--- src/rtl/chk_scan_pkg.sv ---
package chk_scan_pkg;

    // Configuration register numbers inside a selected adapter
    localparam int unsigned REG_CHECK = 5;
    localparam int unsigned REG_EXT_A = 6;
    localparam int unsigned REG_EXT_B = 7;

    // Bit positions inside the check register (active low)
    localparam int unsigned BIT_CHECK_N = 7;
    localparam int unsigned BIT_STAT_N  = 6;

    // Adapter setup enable, ORed with the slot index
    localparam logic [7:0] ADAP_ENABLE  = 8'h08;
    localparam logic [7:0] MB_SETUP_OFF = 8'hFF;

    typedef enum logic [3:0] {
        ST_IDLE,
        ST_MB_OFF,
        ST_SELECT,
        ST_RD_CHECK,
        ST_RD_EXT_A,
        ST_RD_EXT_B,
        ST_REPORT,
        ST_DESELECT,
        ST_FIN
    } scan_state_e;

    typedef enum logic [2:0] {
        ACC_NONE,
        ACC_MB_WR,
        ACC_SEL_WR,
        ACC_DESEL_WR,
        ACC_RD_CHECK,
        ACC_RD_EXT_A,
        ACC_RD_EXT_B
    } access_e;

    typedef struct packed {
        logic       has_ext;
        logic [7:0] ext_a;
        logic [7:0] ext_b;
    } slot_status_t;

    function automatic access_e access_of(input scan_state_e st);
        case (st)
            ST_MB_OFF:   return ACC_MB_WR;
            ST_SELECT:   return ACC_SEL_WR;
            ST_RD_CHECK: return ACC_RD_CHECK;
            ST_RD_EXT_A: return ACC_RD_EXT_A;
            ST_RD_EXT_B: return ACC_RD_EXT_B;
            ST_DESELECT: return ACC_DESEL_WR;
            default:     return ACC_NONE;
        endcase
    endfunction

    function automatic logic [7:0] select_byte(input logic [7:0] idx);
        return (idx & 8'h07) | ADAP_ENABLE;
    endfunction

endpackage

--- src/rtl/chk_scan_seq.sv ---
module chk_scan_seq
    import chk_scan_pkg::*;
#(
    parameter int unsigned NSLOT = 8,
    localparam int unsigned IDX_W = (NSLOT > 1) ? $clog2(NSLOT) : 1
) (
    input  logic              clk,
    input  logic              rst,
    input  logic              start,
    input  logic              ack,
    input  logic              check_n,
    input  logic              stat_n,
    output scan_state_e       state,
    output logic [IDX_W-1:0]  slot,
    output logic              accept
);

    localparam logic [IDX_W-1:0] LAST_IDX = IDX_W'(NSLOT - 1);

    scan_state_e state_nx;
    logic [IDX_W-1:0] slot_nx;
    logic at_last;

    assign accept  = (state == ST_IDLE) && start;
    assign at_last = (slot == LAST_IDX);

    always_comb begin
        state_nx = state;
        slot_nx  = slot;
        case (state)
            ST_IDLE: begin
                if (start) begin
                    state_nx = ST_MB_OFF;
                    slot_nx  = '0;
                end
            end
            ST_MB_OFF:   if (ack) state_nx = ST_SELECT;
            ST_SELECT:   if (ack) state_nx = ST_RD_CHECK;
            ST_RD_CHECK: begin
                if (ack) begin
                    if (!check_n) begin
                        state_nx = stat_n ? ST_REPORT : ST_RD_EXT_A;
                    end else if (at_last) begin
                        state_nx = ST_DESELECT;
                    end else begin
                        state_nx = ST_SELECT;
                        slot_nx  = slot + 1'b1;
                    end
                end
            end
            ST_RD_EXT_A: if (ack) state_nx = ST_RD_EXT_B;
            ST_RD_EXT_B: if (ack) state_nx = ST_REPORT;
            ST_REPORT: begin
                if (at_last) begin
                    state_nx = ST_DESELECT;
                end else begin
                    state_nx = ST_SELECT;
                    slot_nx  = slot + 1'b1;
                end
            end
            ST_DESELECT: if (ack) state_nx = ST_FIN;
            ST_FIN:      state_nx = ST_IDLE;
            default:     state_nx = ST_IDLE;
        endcase
    end

    always_ff @(posedge clk) begin
        if (rst) begin
            state <= ST_IDLE;
            slot  <= '0;
        end else begin
            state <= state_nx;
            slot  <= slot_nx;
        end
    end

endmodule

--- src/rtl/chk_scan_bus.sv ---
module chk_scan_bus
    import chk_scan_pkg::*;
#(
    parameter int unsigned ADDR_W = 16,
    parameter int unsigned NSLOT = 8,
    parameter logic [ADDR_W-1:0] MB_SETUP_ADDR = 16'h0094,
    parameter logic [ADDR_W-1:0] ADAP_SETUP_ADDR = 16'h0096,
    parameter logic [ADDR_W-1:0] POS_BASE = 16'h0100,
    localparam int unsigned IDX_W = (NSLOT > 1) ? $clog2(NSLOT) : 1
) (
    input  scan_state_e        state,
    input  logic [IDX_W-1:0]   slot,
    output logic               req,
    output logic               we,
    output logic [ADDR_W-1:0]  addr,
    output logic [7:0]         wdata
);

    localparam logic [ADDR_W-1:0] ADDR_CHECK = POS_BASE + ADDR_W'(REG_CHECK);
    localparam logic [ADDR_W-1:0] ADDR_EXT_A = POS_BASE + ADDR_W'(REG_EXT_A);
    localparam logic [ADDR_W-1:0] ADDR_EXT_B = POS_BASE + ADDR_W'(REG_EXT_B);

    access_e kind;

    assign kind = access_of(state);

    always_comb begin
        req   = 1'b1;
        we    = 1'b0;
        addr  = '0;
        wdata = '0;
        case (kind)
            ACC_MB_WR: begin
                we    = 1'b1;
                addr  = MB_SETUP_ADDR;
                wdata = MB_SETUP_OFF;
            end
            ACC_SEL_WR: begin
                we    = 1'b1;
                addr  = ADAP_SETUP_ADDR;
                wdata = select_byte(8'(slot));
            end
            ACC_DESEL_WR: begin
                we    = 1'b1;
                addr  = ADAP_SETUP_ADDR;
                wdata = 8'h00;
            end
            ACC_RD_CHECK: addr = ADDR_CHECK;
            ACC_RD_EXT_A: addr = ADDR_EXT_A;
            ACC_RD_EXT_B: addr = ADDR_EXT_B;
            default:      req  = 1'b0;
        endcase
    end

endmodule

--- src/rtl/chk_scan_collect.sv ---
module chk_scan_collect
    import chk_scan_pkg::*;
#(
    parameter int unsigned NSLOT = 8,
    localparam int unsigned IDX_W = (NSLOT > 1) ? $clog2(NSLOT) : 1,
    localparam int unsigned CODE_W = $clog2(NSLOT + 1)
) (
    input  logic               clk,
    input  logic               rst,
    input  scan_state_e        state,
    input  logic [IDX_W-1:0]   slot,
    input  logic               accept,
    input  logic               ack,
    input  logic [7:0]         rdata,
    output logic               rpt_valid,
    output logic [CODE_W-1:0]  rpt_slot,
    output slot_status_t       rpt_status,
    output logic [NSLOT-1:0]   flag_map,
    output logic               done,
    output logic               fallback
);

    slot_status_t cur_q;
    logic [NSLOT-1:0] map_q;

    always_ff @(posedge clk) begin
        if (rst) begin
            map_q <= '0;
            cur_q <= '0;
        end else begin
            if (accept) begin
                map_q <= '0;
            end
            if (ack) begin
                case (state)
                    ST_RD_CHECK: begin
                        if (!rdata[BIT_CHECK_N]) begin
                            map_q[slot]   <= 1'b1;
                            cur_q.has_ext <= !rdata[BIT_STAT_N];
                            cur_q.ext_a   <= '0;
                            cur_q.ext_b   <= '0;
                        end
                    end
                    ST_RD_EXT_A: cur_q.ext_a <= rdata;
                    ST_RD_EXT_B: cur_q.ext_b <= rdata;
                    default: ;
                endcase
            end
        end
    end

    assign rpt_valid  = (state == ST_REPORT);
    assign rpt_slot   = rpt_valid ? CODE_W'(slot) + 1'b1 : '0;
    assign rpt_status = rpt_valid ? cur_q : '0;
    assign flag_map   = map_q;
    assign done       = (state == ST_FIN);
    assign fallback   = done && (map_q == '0);

endmodule

--- src/rtl/chk_scan_top.sv ---
module chk_scan_top
    import chk_scan_pkg::*;
#(
    parameter int unsigned ADDR_W = 16,
    parameter int unsigned NSLOT = 8,
    parameter logic [ADDR_W-1:0] MB_SETUP_ADDR = 16'h0094,
    parameter logic [ADDR_W-1:0] ADAP_SETUP_ADDR = 16'h0096,
    parameter logic [ADDR_W-1:0] POS_BASE = 16'h0100,
    localparam int unsigned IDX_W = (NSLOT > 1) ? $clog2(NSLOT) : 1,
    localparam int unsigned CODE_W = $clog2(NSLOT + 1)
) (
    input  logic               clk,
    input  logic               rst,
    input  logic               start,
    output logic               busy,
    output logic               bus_req,
    output logic               bus_we,
    output logic [ADDR_W-1:0]  bus_addr,
    output logic [7:0]         bus_wdata,
    input  logic               bus_ack,
    input  logic [7:0]         bus_rdata,
    output logic               rpt_valid,
    output logic [CODE_W-1:0]  rpt_slot,
    output logic               rpt_ext,
    output logic [7:0]         rpt_stat_a,
    output logic [7:0]         rpt_stat_b,
    output logic               done,
    output logic [NSLOT-1:0]   flag_map,
    output logic               fallback
);

    scan_state_e      state;
    logic [IDX_W-1:0] slot;
    logic             accept;
    logic             ack_live;
    slot_status_t     status;

    // An acknowledge only counts while a request is outstanding
    assign ack_live = bus_ack && bus_req;

    chk_scan_seq #(.NSLOT(NSLOT)) u_seq (
        .clk     (clk),
        .rst     (rst),
        .start   (start),
        .ack     (ack_live),
        .check_n (bus_rdata[BIT_CHECK_N]),
        .stat_n  (bus_rdata[BIT_STAT_N]),
        .state   (state),
        .slot    (slot),
        .accept  (accept)
    );

    chk_scan_bus #(
        .ADDR_W          (ADDR_W),
        .NSLOT           (NSLOT),
        .MB_SETUP_ADDR   (MB_SETUP_ADDR),
        .ADAP_SETUP_ADDR (ADAP_SETUP_ADDR),
        .POS_BASE        (POS_BASE)
    ) u_bus (
        .state (state),
        .slot  (slot),
        .req   (bus_req),
        .we    (bus_we),
        .addr  (bus_addr),
        .wdata (bus_wdata)
    );

    chk_scan_collect #(.NSLOT(NSLOT)) u_col (
        .clk        (clk),
        .rst        (rst),
        .state      (state),
        .slot       (slot),
        .accept     (accept),
        .ack        (ack_live),
        .rdata      (bus_rdata),
        .rpt_valid  (rpt_valid),
        .rpt_slot   (rpt_slot),
        .rpt_status (status),
        .flag_map   (flag_map),
        .done       (done),
        .fallback   (fallback)
    );

    assign busy       = (state != ST_IDLE);
    assign rpt_ext    = status.has_ext;
    assign rpt_stat_a = status.ext_a;
    assign rpt_stat_b = status.ext_b;

endmodule

--- config.mk ---
export PLATFORM = sky130hd
export DESIGN_NAME = chk_scan_top
export DESIGN_NICKNAME = d
export VERILOG_FILES = /design/src/rtl/chk_scan_pkg.sv /design/src/rtl/chk_scan_seq.sv /design/src/rtl/chk_scan_bus.sv /design/src/rtl/chk_scan_collect.sv /design/src/rtl/chk_scan_top.sv
export SDC_FILE = /design/constraint.sdc
export NUM_CORES = 1
export LEC_CHECK = 0
export BUFFER_PORTS_ARGS = -buffer_cell sky130_fd_sc_hd__buf_2
export CORE_ASPECT_RATIO = 0.5
export CORE_UTILIZATION = 25
export CTS_BUF_LIST = sky130_fd_sc_hd__clkbuf_8
export CTS_CLUSTER_DIAMETER = 80
export DETAILED_ROUTE_END_ITERATION = 6
export SKIP_LAST_GASP = 1
export SLEW_MARGIN = 10
export SYNTH_ARGS = -nofsm -noshare
export SYNTH_HDL_FRONTEND = slang
export SYNTH_SLANG_ARGS = --single-unit
--- constraint.sdc ---
create_clock -name clk -period 1.95 [get_ports clk]
set_input_delay 0.2925 -clock clk [delete_from_list [all_inputs] [get_ports clk]]
set_output_delay 0.2925 -clock clk [all_outputs]
set_load 0.05 [all_outputs]
==> metrics.md <==
| Metric | Value |
|---|---|
| Post-CTS Setup Bufs | 0 |
| Worst Reg-to-Reg Cells | 5 |
| Footprint of the multi-input gates | 1160 µm² |
| First-pass GRT wire length | between 7000 and 8000 µm |
| Clock Tree Root | clkbuf_8 |
| DR WL/cell | roughly 12 µm |
| DRT Pass-1 Iters | 6 |
| HP Start | bus_rdata[5] |
| Reg-to-Reg Start | u_seq.state[1] |
| RD Place Congestion | between 0.7 and 0.8 |
| Nets | 297 |
| Post-Syn Instances | about 230 |
| CP Launch Type | flop |
| Yosys reg bits | 32 |
| Antenna-violating nets left | 0 |
| Max-Cap Viols | 0 |
| Count of input and output buffers | 60 |
| Avg Inst Size Synth | roughly 8.5 µm² |
| Crit path cell chain | nand2b_2 -> nor2_4 -> buf_6 -> and2_1 -> buf_4 |
| Routed vias/inst | ~4.8 |
| ANT cells | 0 |
| Layout area overhead | 32.2% |
| Clock Skew | between 0.003 and 0.004 ns |
| Instance area after placement | around 2300 µm² |
| Initial Util | between 20 and 30% |
| CTS tree | done |
| Worst path max stage delay | approximately 0.37 ns |
| Worst EP arrival | about 1.6 ns |
| GRT overflow | 0 |
| Die Wd | between 100 and 150 µm |
| Reg2reg setup slack | about 0.20 ns |
| Residual DRC | 2 |
| # rows | 22 |
| Post-Layout Inst Area | 2520 µm² |
| Least-Margin Pin Slew | around 0.56 ns |
| Main synth FF type | dfxtp_1 |
| RSZ-0062 raised after global routing | yes |
| Hold Crit Class | in2reg |
| Reg clk slew, reported paths | roughly 0.070 ns |
| Slew HR | between 60 and 70% |
| Core Area | between 7000 and 8000 µm² |
| WP data required | roughly 1.7 ns |
| Failing checks | design-rule violations |
| Levels on crit path | 5 |
| Total wire length | 4700 µm |
| Slew Viols, Final | 0 |
| Fin crit share | ~95% |
| Worst setup path class | reg2out |
| Yosys cell types | between 40 and 50 |
| Sequential element share of the synthesized area | around 34% |
| Share of cells above drive strength 1 | between 30% and 40% |
| Worst vdd ir | 0.212 mV |
| Initial DRC count | between 50 and 60 |
| I/O Pins | 71 |
| # setup viols final | 0 |
| Num CTS Buffers | 5 |
| Mapped cell area | ~1900 µm² |
| Worst setup EP type | output port |
| Hpwl dp | around 3600 µm |
| Max H-tree Level | 2 |
| PD cells | 721 nW/µm² |
| Vias | around 1800 |
| Clock sinks | 32 |
| CP delay by family, top | simple AND/OR/NAND/NOR gates |
| CTS hold repair buffers | 0 |
| R2r endpoint | u_col.cur_q[8] |
| Yosys warns | 0 |
| Clk buf depth | 2 |
| Pin count of the biggest net entering global routing | 29 |
| Vias in the first global route | approximately 1600 |
| Fill cells | between 700 and 800 |
| Hold Vio Cnt, Final | 0 |
| Die area | 7990 µm² |
| Post-synthesis async set-or-reset flop share | 0% |
| Die H | around 64 µm |
| Synth top area cells | dfxtp_1, buf_4, and2_1 |
| Synth top area share | 33.6% |
| Antenna violations before repair | 0 |
| Critical Path End | rpt_stat_b[5] |
| F_max | around 540 MHz |
| Status | finished with violations |
| Leakage | approximately 1.1 nW |
| Worst Setup SP | u_seq.state[0] |
| Pwr Total | between 1.5 and 2 mW |
| Sequential cell area | 646 µm² |
| Tmin final | 1.86 ns |
| Clk_lat worst skew | 0.28 ns |
| Slowest CP cell | dfxtp_2 |
| GRT Total Usage | 11.9% |
| Post-synth EDFFs | 0 |
| CP Buf/Inv Count | 2 |
| Yosys top cell by area | dfxtp_1 |
| Critical path peak fanout | 18 |
[final cells by class]
cell class	instances	share of cell area [%]
Clock inverter	3	1.54
Multi-Input combinational cell	169	46.3
Sequential cell	32	25.6
Inverter	3	0.447
Clock buffer	5	2.73
Timing Repair Buffer	72	18.6
Tap cell	96	4.77
[what timing repair did]
action	in CTS	in global routing
resized for setup	35	9
endpoints found under the setup margin	34	34
pin swaps	0	0
[registers in the layout, indices dropped and copies added (netlist names)]
| name | count |
|---|---|
| u_seq.state | 4 |
| u_seq.slot | 3 |
| u_col.flag_map | 8 |
| u_col.cur_q | 17 |
[through the flow]
| step | cells | hold slack (ns) | setup WS, ns | setup TNS [ns] | util [%] |
|---|---|---|---|---|---|
| floorplan | 234 | 0.388 | -0.278 | -1.09 | - |
| global placement | 372 | 0.456 | 0.161 | 0 | 31.2 |
| detailed placement | 372 | 0.462 | 0.156 | 0 | 31.2 |
| CTS | 380 | 0.231 | -0.0327 | -0.116 | 33.9 |
| global route | 380 | 0.235 | -0.0174 | -0.0225 | 34.3 |
| finish | 380 | 0.237 | 0.0924 | 0 | 34.3 |
[worst min-delay path by stage]
stage | end | slack, ns | cells past startpoint
2_1_floorplan | u_col.cur_q[16] | 0.39 | 1
6_report | u_col.cur_q[13] | 0.24 | 2
5_1_grt | u_col.cur_q[13] | 0.24 | 2
4_1_cts | u_col.cur_q[11] | 0.23 | 2
3_5_place_dp | u_col.cur_q[11] | 0.46 | 1
3_3_place_gp | u_col.cur_q[12] | 0.46 | 1
[layout by cell type (no fill, tap or decap), types with 5 or more instances in the layout]
master    instances
and2_1           19
a21oi_1           9
conb_1           10
a22o_1            7
clkbuf_8          5
a22oi_1          14
nand2_1          10
nor2_1           28
dfxtp_1          28
buf_4            38
nand2b_1         10
buf_2            32
[cell families (layout without fill, tap and decap cells)]
group	Yosys count	in the layout	share of synthesized area, %
fa+ha+maj	2	2	1.31
buf+inv	33	83	10.6
xor+xnor	2	2	0.920
flops	32	32	33.6
mux	3	3	1.58
simple gates	103	103	32.6
compound gates	49	49	19.1
other cells	1	10	0.197
[Yosys cell counts (all sizes together), types with 3 or more instances]
master	count
dfxtp	32
nor2	31
buf	25
and2	19
a22oi	14
a21oi	12
nand2b	11
nand2	10
a22o	7
nor4	6
clkbuf	5
nor2b	5
a211oi	4
nor3	4
inv	3
mux2i	3
nor4b	3
[routing by layer]
layer / track usage (%) / routed length (µm)
met4: 5.18 / 78
met1: 14.5 / 2150
met3: 2.72 / 211
met2: 20.1 / 2250
met5: 0 / 0
[where the power goes]
group / switching [mW] / total, mW / internal, mW
Combinational: 0.386 / 0.531 / 0.145
Clock: 0.239 / 0.612 / 0.373
Sequential: 0.0113 / 0.672 / 0.661
(Power assumes the default switching activity.)
